## config.mk

```make
export PLATFORM = sky130hd
export DESIGN_NAME = irq_countdown_timer
export DESIGN_NICKNAME = d
export VERILOG_FILES = /design/src/rtl/cdt_pkg.sv /design/src/rtl/cdt_ctrl.sv /design/src/rtl/cdt_datapath.sv /design/src/rtl/irq_countdown_timer.sv
export SDC_FILE = /design/constraint.sdc
export NUM_CORES = 1
export LEC_CHECK = 0
export BUFFER_PORTS_ARGS = -buffer_cell sky130_fd_sc_hd__buf_2
export CAP_MARGIN = 20
export CORE_MARGIN = 3
export CORE_UTILIZATION = 41
export DETAILED_ROUTE_END_ITERATION = 16
export PLACE_DENSITY = 0.73
export SLEW_MARGIN = 20
export SYNTH_ARGS = -nofsm -noshare
export SYNTH_HDL_FRONTEND = slang
export SYNTH_SLANG_ARGS = --single-unit
export TNS_END_PERCENT = 1
```

## constraint.sdc

```tcl
create_clock -name clk -period 4.1 [get_ports clk]
set_input_delay 0.41 -clock clk [delete_from_list [all_inputs] [get_ports clk]]
set_output_delay 0.41 -clock clk [all_outputs]
set_load 0.01 [all_outputs]
```

## src/rtl/cdt_pkg.sv

```systemverilog
package cdt_pkg;
  localparam int CNT_W   = 32;
  localparam int VEC_W   = 8;
  localparam int SHIFT_W = 3;
  localparam int PRE_W   = (1 << SHIFT_W) - 1;

  localparam logic [1:0] ADDR_ENTRY = 2'd0;
  localparam logic [1:0] ADDR_INIT  = 2'd1;
  localparam logic [1:0] ADDR_CUR   = 2'd2;
  localparam logic [1:0] ADDR_DIV   = 2'd3;

  localparam int BIT_PERIODIC = 17;
  localparam int BIT_MASK     = 16;

  typedef struct packed {
    logic               loadInit;
    logic               periodic;
    logic               masked;
    logic [SHIFT_W-1:0] shift;
  } ctrlStrobes_t;
endpackage

```

## src/rtl/cdt_ctrl.sv

```systemverilog
module cdt_ctrl
  import cdt_pkg::*;
(
  input  logic                 clk,
  input  logic                 rstN,
  input  logic                 regWr,
  input  logic [1:0]           regAddr,
  input  logic [CNT_W-1:0]     regWrData,
  input  logic [CNT_W-1:0]     curCount,
  output logic [CNT_W-1:0]     regRdData,
  output ctrlStrobes_t         strb,
  output logic [CNT_W-1:0]     loadVal,
  output logic [CNT_W-1:0]     reloadVal,
  output logic [VEC_W-1:0]     vecVal
);
  logic               modePeriodic;
  logic               modeMask;
  logic [VEC_W-1:0]   vecReg;
  logic [CNT_W-1:0]   initReg;
  logic [SHIFT_W-1:0] divCode;

  logic wrEntry, wrInit, wrDiv;
  assign wrEntry = regWr && (regAddr == ADDR_ENTRY);
  assign wrInit  = regWr && (regAddr == ADDR_INIT);
  assign wrDiv   = regWr && (regAddr == ADDR_DIV);

  always_ff @(posedge clk) begin
    if (!rstN) begin
      modePeriodic <= 1'b0;
      modeMask     <= 1'b1;
      vecReg       <= '0;
      initReg      <= '0;
      divCode      <= '0;
    end else begin
      if (wrEntry) begin
        modePeriodic <= regWrData[BIT_PERIODIC];
        modeMask     <= regWrData[BIT_MASK];
        vecReg       <= regWrData[VEC_W-1:0];
      end
      if (wrInit) initReg <= regWrData;
      if (wrDiv)  divCode <= {regWrData[3], regWrData[1], regWrData[0]};
    end
  end

  always_comb begin
    strb.loadInit = wrInit;
    strb.periodic = modePeriodic;
    strb.masked   = modeMask;
    strb.shift    = divCode + SHIFT_W'(1);
  end

  assign loadVal   = regWrData;
  assign reloadVal = initReg;
  assign vecVal    = vecReg;

  always_comb begin
    regRdData = '0;
    unique case (regAddr)
      ADDR_ENTRY: begin
        regRdData[BIT_PERIODIC] = modePeriodic;
        regRdData[BIT_MASK]     = modeMask;
        regRdData[VEC_W-1:0]    = vecReg;
      end
      ADDR_INIT: regRdData = initReg;
      ADDR_CUR:  regRdData = curCount;
      ADDR_DIV:  regRdData = {{(CNT_W-4){1'b0}}, divCode[2], 1'b0, divCode[1], divCode[0]};
      default:   regRdData = '0;
    endcase
  end

  AST_SHIFT_FOLLOWS_WRITE: assert property (@(posedge clk) disable iff (!rstN)
    wrDiv |=> strb.shift == SHIFT_W'({$past(regWrData[3]), $past(regWrData[1]), $past(regWrData[0])} + 3'd1));
endmodule

```

## src/rtl/cdt_datapath.sv

```systemverilog
module cdt_datapath
  import cdt_pkg::*;
(
  input  logic               clk,
  input  logic               rstN,
  input  ctrlStrobes_t       strb,
  input  logic [CNT_W-1:0]   loadVal,
  input  logic [CNT_W-1:0]   reloadVal,
  input  logic [VEC_W-1:0]   vecVal,
  output logic [CNT_W-1:0]   curCount,
  output logic               irqPulse,
  output logic [VEC_W-1:0]   irqVector
);
  logic [PRE_W-1:0] divCnt;
  logic [PRE_W-1:0] tickMask;
  logic             tick;
  logic             armed;
  logic [CNT_W-1:0] cnt;

  assign tickMask = PRE_W'((1 << strb.shift) - 1);
  assign tick     = (divCnt & tickMask) == tickMask;
  assign curCount = cnt;

  always_ff @(posedge clk) begin
    if (!rstN) begin
      cnt       <= '0;
      divCnt    <= '0;
      armed     <= 1'b0;
      irqPulse  <= 1'b0;
      irqVector <= '0;
    end else begin
      irqPulse <= 1'b0;
      if (strb.loadInit) begin
        cnt    <= loadVal;
        divCnt <= '0;
        armed  <= 1'b1;
      end else begin
        divCnt <= divCnt + PRE_W'(1);
        if (tick) begin
          if (cnt != '0) begin
            cnt <= cnt - CNT_W'(1);
          end else if (strb.periodic) begin
            cnt <= reloadVal;
            if (!strb.masked) begin
              irqPulse  <= 1'b1;
              irqVector <= vecVal;
            end
          end else if (armed) begin
            armed <= 1'b0;
            if (!strb.masked) begin
              irqPulse  <= 1'b1;
              irqVector <= vecVal;
            end
          end
        end
      end
    end
  end

  AST_MASK_SILENT: assert property (@(posedge clk) disable iff (!rstN)
    $past(strb.masked) |-> !irqPulse);
  AST_PULSE_AT_ZERO: assert property (@(posedge clk) disable iff (!rstN)
    irqPulse |-> ($past(cnt) == '0));
  AST_ONESHOT_HOLD: assert property (@(posedge clk) disable iff (!rstN)
    (cnt == '0 && !strb.periodic && !strb.loadInit) |=> (cnt == '0));
  AST_COUNT_BOUNDED: assert property (@(posedge clk) disable iff (!rstN)
    cnt <= reloadVal);
  AST_LOAD_RESTART: assert property (@(posedge clk) disable iff (!rstN)
    strb.loadInit |=> (cnt == $past(loadVal) && !irqPulse));
endmodule

```

## src/rtl/irq_countdown_timer.sv

```systemverilog
module irq_countdown_timer
  import cdt_pkg::*;
(
  input  logic        clk,
  input  logic        rstN,
  input  logic        regWr,
  input  logic [1:0]  regAddr,
  input  logic [31:0] regWrData,
  output logic [31:0] regRdData,
  output logic        irqPulse,
  output logic [7:0]  irqVector
);
  ctrlStrobes_t     strb;
  logic [CNT_W-1:0] loadVal;
  logic [CNT_W-1:0] reloadVal;
  logic [VEC_W-1:0] vecVal;
  logic [CNT_W-1:0] curCount;

  cdt_ctrl u_ctrl (
    .clk(clk), .rstN(rstN), .regWr(regWr), .regAddr(regAddr),
    .regWrData(regWrData), .curCount(curCount), .regRdData(regRdData),
    .strb(strb), .loadVal(loadVal), .reloadVal(reloadVal), .vecVal(vecVal)
  );

  cdt_datapath u_dp (
    .clk(clk), .rstN(rstN), .strb(strb), .loadVal(loadVal),
    .reloadVal(reloadVal), .vecVal(vecVal), .curCount(curCount),
    .irqPulse(irqPulse), .irqVector(irqVector)
  );
endmodule

```

# == After elaboration in Yosys (flattened, before gate mapping) ==
# Index checks and enable logic that the tools add are counted.
# totals
in_bits,37
elab_cells,57
out_inout_bits,41
ramBits,0
mem_bits_ro,0
ff_bits,94
latch_bits,0
memories,0
# op_classes
add_sub_neg,4
muxes,18
eq_ne,6
mul,0
magnitude_cmp,0
reduce_logical,13
shifts,1
bitwise_logic,5
div_mod_pow,0
# ops
op,n
$mux W32,4
$pmux W8 S4,1
$reduce_bool A32 Y1,1
$sub A32 B1 Y32 const B,1
$pmux W14 S2,1
$mux W8,3
$pmux W8 S2,1
$pmux W2 S4,1
$add A7 B1 Y7 const B,1
$and A7 B7 Y7,1
$eq A7 B7 Y1,1
$mux W1,7
$shl A1 B3 Y7 const A,1
$sub A7 B2 Y7 const B,1
$eq A2 B2 Y1 const B,2
$ne A2 B2 Y1 const B,2
$not A1 Y1,4
$reduce_and A4 Y1,1
$reduce_bool A2 Y1,2
$reduce_or A4 Y1,1
$add A3 B1 Y3 const B,1
$logic_and A1 B1 Y1,3
$reduce_and A3 Y1,1
$reduce_bool A3 Y1,1
other kinds (4),4

# == Longest topological paths before layout ==
# depth
ltp_word,7
depth_mapped,12
ltp_nobuf,9

# == Modules after synthesis ==
# From an unflattened synthesis, not the netlist that was laid out.
# hier_totals
hier_cells,756
area_unflattened_um2,6053.3
# modules_own_cells
module,area_per_inst_um2,n_inst,seq_area_each_um2,cells_each
cdt_datapath,3178.0,1,980.9,421
cdt_ctrl,2875.3,1,900.9,335

# == Worst setup path before layout ==
# OpenSTA, ideal clock, no wires.
# synth_timing
path_kind,reg-to-reg
start,register u_ctrl.divCode[0]
end,"register u_dp.cnt[15], in the netlist u_dp.curCount[15]"
setup_slack_ns,1.300
setup_time_ns,0.117
required_ns,3.983
arrival_ns,2.683
period_less_slack_ns,2.800
path_buffers,2
stages_incl_launch_ff,12
path_cell_list,dfxtp_1 > clkbuf_1 > or3_1 > ha_1 > nor4b_1 > nor3b_1 > a32oi_1 > nor3_1 > a21o_1 > clkbuf_1 > o21ai_0 > a32o_1
# synth_between
elab_chain_cells,7
# synth_rtl
item,line_no,source
"start, declared",cdt_ctrl.sv:20,logic [SHIFT_W-1:0] divCode;
"start signal, assigned",cdt_ctrl.sv:41,"if (wrDiv) divCode <= {regWrData[3], regWrData[1], regWrData[0]};"
$add A3 B1 Y3 *,cdt_ctrl.sv:49,strb.shift = divCode + SHIFT_W'(1);
$shl A1 B3 Y7 *,cdt_datapath.sv:20,assign tickMask = PRE_W'((1 << strb.shift) - 1);
$sub A7 B2 Y7 *,cdt_datapath.sv:20,
$and A7 B7 Y7,cdt_datapath.sv:21,assign tick = (divCnt & tickMask) == tickMask;
$eq A7 B7 Y1 *,cdt_datapath.sv:21,
$reduce_bool A2 Y1 (no source line) *,--,
$reduce_and A2 Y1 (no source line) *,--,
"end signal, assigned",cdt_datapath.sv:34,cnt <= loadVal;
"end signal, assigned",cdt_datapath.sv:41,cnt <= cnt - CNT_W'(1);
"end signal, assigned",cdt_datapath.sv:43,cnt <= reloadVal;
"end, declared",cdt_datapath.sv:18,logic [CNT_W-1:0] cnt;
# Every way passes the cells marked *; elsewhere a longest branch is shown, timed or not.
# A chain may end at the register's enable or synchronous reset.

# == Worst setup path after layout ==
# layout_timing
start,"register u_dp.cnt[19], in the netlist u_dp.curCount[19]"
end,"register u_dp.cnt[5], in the netlist u_dp.curCount[5]"
# layout_between
elab_chain_cells,4
elab_cells_between_ends,6
cone_classes,mux (3); reduce/logical (3)
# layout_rtl
item,line_no,source
$reduce_bool A32 Y1 *,cdt_datapath.sv:40,if (cnt != '0) begin
$mux W32,cdt_datapath.sv:40,
$mux W32,cdt_datapath.sv:39,if (tick) begin
$mux W32,cdt_datapath.sv:33,if (strb.loadInit) begin
# Every way passes the cells marked *; elsewhere a longest branch is shown, timed or not. The select of a mux whose other input is x is not followed.

==> metrics.yaml <==
status:
  status: "finished clean"
cts:
  cts_tree: "built"
  postCtsSetupBuffers: 0
  h-tree-depth: 3
  clk-insertion-delay-late_ns: 0.34
  numClockSinks: 94
  cts_resized: 0
  cts_hold_buf: 0
  clockBufferDepth: 2
  cts_buffers: 9
  clkTransAtPathRegs_ns: 0.06
  cts_root_buffer: "clkbuf_16"
yosys:
  syn_area_um2: 5330
  ys_types: 48
  synthTopCellsByArea: "dfxtp_1 (35%), nand2_1 (8.3%), a21boi_0 (6.6%), o21ai_0 (6.3%), nor2b_1 (4.3%)"
  synth_mux_area_share_pct: 2.25
  yosysTopAreaCell: "dfxtp_1"
  synth_fa_ha_area_share_pct: 2.11
  ys_ff_latch: 94
  synth_edf_count: 0
  synth_top_family_by_area: "compound AO/OA/AOI/OAI gates"
  synth_nets: 745
  synth_async_sr_flop_share_pct: 0
  synth_compound_area_share_pct: 28.2
  yosys.area_share.simple_pct: 26.0
  yosysSeqAreaShare_pct: 35.3
  yosysTopAreaCellShare_pct: 35.3
  yosysWarnings: 0
  synth_xor_area_share_pct: 1.15
  synth_top_flop_cell: "dfxtp_1"
  synthCells: 699
  avgSynthCellArea_um2: 7.63
sta:
  fmax_mhz: 325
  hold_viol_final: 0
  setup_viol: 0
  drv_slew: 0
  finalSetupTns_ns: 0
  min_period_ns: 3.08
  setup_slack_ns: 1.02
  worstMarginPinSlew_ns: 0.864
  rsz0062_at_grt: "false"
  relSlewSlack_pct: 42.4
  fin_skew_ns: 0.00635
  period_share_pct: 75.0
pwr:
  finalPower_uw: 2680
  powerDensity_nw_per_um2: 439
  max-vdd-ir-drop_mv: 0.204
  p_leak_uw: 0.00237
floorplan:
  core_um2: 12700
  die_h_um: 120
  dieArea_um2: 14400
  die_w_um: 120
  start_util_pct: 42.1
  io_pins: 78
  num_rows: 41
finish:
  final_common_cell: "nand2_1"
  drive_gt1_share_pct: 14.7
  post-route-util_pct: 48.1
  area_growth_pct: 14.4
  nNetsFinal: 788
  layout_common_cells: "nand2_1 (118), dfxtp_1 (94), buf_2 (77), o21ai_0 (67), a21boi_0 (47)"
  diodes: 0
routing:
  vias: 5298
  drc: 0
  drt-initial-drc-count: 483
  detail_route.first_pass.iterations: 5
  detail_route.vias_per_cell: 5.76
  antenna_left: 0
  wirelength_um: 15000
  wl_per_cell_um: 16.4
critical_path:
  path_cells: "or4_4 -> nand2b_1 -> nor4_4 -> buf_4 -> nand2b_1 -> a21o_1 -> and2_1 -> a32o_1"
  required_ns: 4.34
  cp_common_cell: "nand2b_1"
  crit_slowest_cell: "or4_4"
  critical_path_peak_fanout: 27
  worstSetupPathType: "reg2reg"
  slowest_delay_ns: 0.60
  cp-start-kind: "flip-flop"
  arrival_ns: 3.31
  ff2ff_setup_slack_ns: 1.02
  end_kind: "flip-flop"
grt:
  antenna_found_initial: 0
  grt_max_degree: 56
  track_usage_pct: 21.0
  grt_first_pass_wirelength_um: 24900
  overflow: 0
  grt_pass1_vias: 5132
placed_design:
  dp_worst_setup_slack_ns: 1.05
  gp_congestion: 0.839
  dp_hpwl_um: 10300
  port_buffers: 77
min_path:
  hold_path_class: "in2reg"
flow_run:
  drv_cap: 0
## registers in the layout (all words and copies together) (netlist names)
signal / count
u_ctrl.divCode: 3
u_ctrl.modeMask: 1
u_ctrl.modePeriodic: 1
u_ctrl.reloadVal: 32
u_ctrl.vecVal: 8
u_dp.armed: 1
u_dp.curCount: 32
u_dp.divCnt: 7
u_dp.irqPulse: 1
u_dp.irqVector: 8
## path summary, 6_finish.rpt
path / from / endpoint / cells after the start
worst max-delay path: u_dp.curCount[19] / u_dp.curCount[5] / 8
worst min-delay path: regWrData[16] / u_ctrl.modeMask / 3
worst max register to register: u_dp.curCount[19] / u_dp.curCount[5] / 8
worst min register to register: u_ctrl.vecVal[5] / u_ctrl.vecVal[5] / 2
## routing by layer
metal | part of all wire (%) | GRT usage [%] | vias up | wire (um)
met5 | 0 | 0 | - | 0
met4 | 2.6 | 8.16 | 0 | 385
met3 | 6.2 | 3.96 | 33 | 930
met2 | 46 | 33.6 | 196 | 6880
met1 | 46 | 28.0 | 2473 | 6850
li1 | - | - | 2596 | -
## Yosys cell counts, types with 2 or more instances
library cell and n:
o211ai_1 5, inv_1 12, or3_1 6, o21ai_0 67, nand2b_1 5, nor3b_1 5
o22ai_1 5, ha_1 9, o31ai_1 3, and4_1 2, nor2_1 29, xor2_1 3
mux2i_1 12, nor4_1 11, nor2b_1 37, a32o_1 16, a21o_1 4, a21oi_1 26
o21a_1 2, dfxtp_1 94, and3_1 4, nand2_1 118, nand3_1 20, or4_1 2
o31a_1 4, nor4b_1 4, clkbuf_1 53, a31oi_1 7, a32oi_1 2, a22oi_1 29
a21boi_0 47, nor3_1 28, a222oi_1 3, and2_1 5, buf_2 4, xnor2_1 4
## metrics by stage
stage	hold WS [ns]	std cells	cell area, um2
after floorplan	0.444	699	5330
after global placement	0.470	903	5810
after detailed placement	0.475	903	5810
after CTS	0.310	919	6100
after global routing	0.320	919	6100
final	0.319	919	6100
## where the power goes
group / leakage (uW) / switching (uW) / total [uW] / internal, uW
combinational: 0.00147 / 514 / 833 / 319
clock: 0.000134 / 357 / 828 / 471
sequential: 0.000764 / 57.1 / 1020 / 959
## worst max-delay path, delay by kind of cell (launching register included)
| family | cells | cell delay (ns) |
|---|---|---|
| simple gates | 5 | 1.73 |
| compound gates | 2 | 0.53 |
| flops | 1 | 0.37 |
| buf+inv | 1 | 0.34 |
## area by class of cell
| class | count | area (um2) |
|---|---|---|
| clock buffer | 10 | 229 |
| clock inverter | 6 | 62.6 |
| fill | 1308 | 6570 |
| inverter | 12 | 45.0 |
| multi-input combinational | 535 | 3180 |
| sequential | 94 | 1880 |
| tap | 172 | 215 |
| timing repair buffer | 90 | 483 |
## cell families (layout without fill, tap and decap cells)
family                     after synthesis  in the layout
adders and majority gates                9              9
AOI/OAI and AO/OA                      225            225
xor gates and xnor gates                 7              7
muxes                                   12             12
and+or+nand+nor                        282            282
DFF                                     94             94
buffers and inverters                   70            118
(Power assumes the default switching activity.)
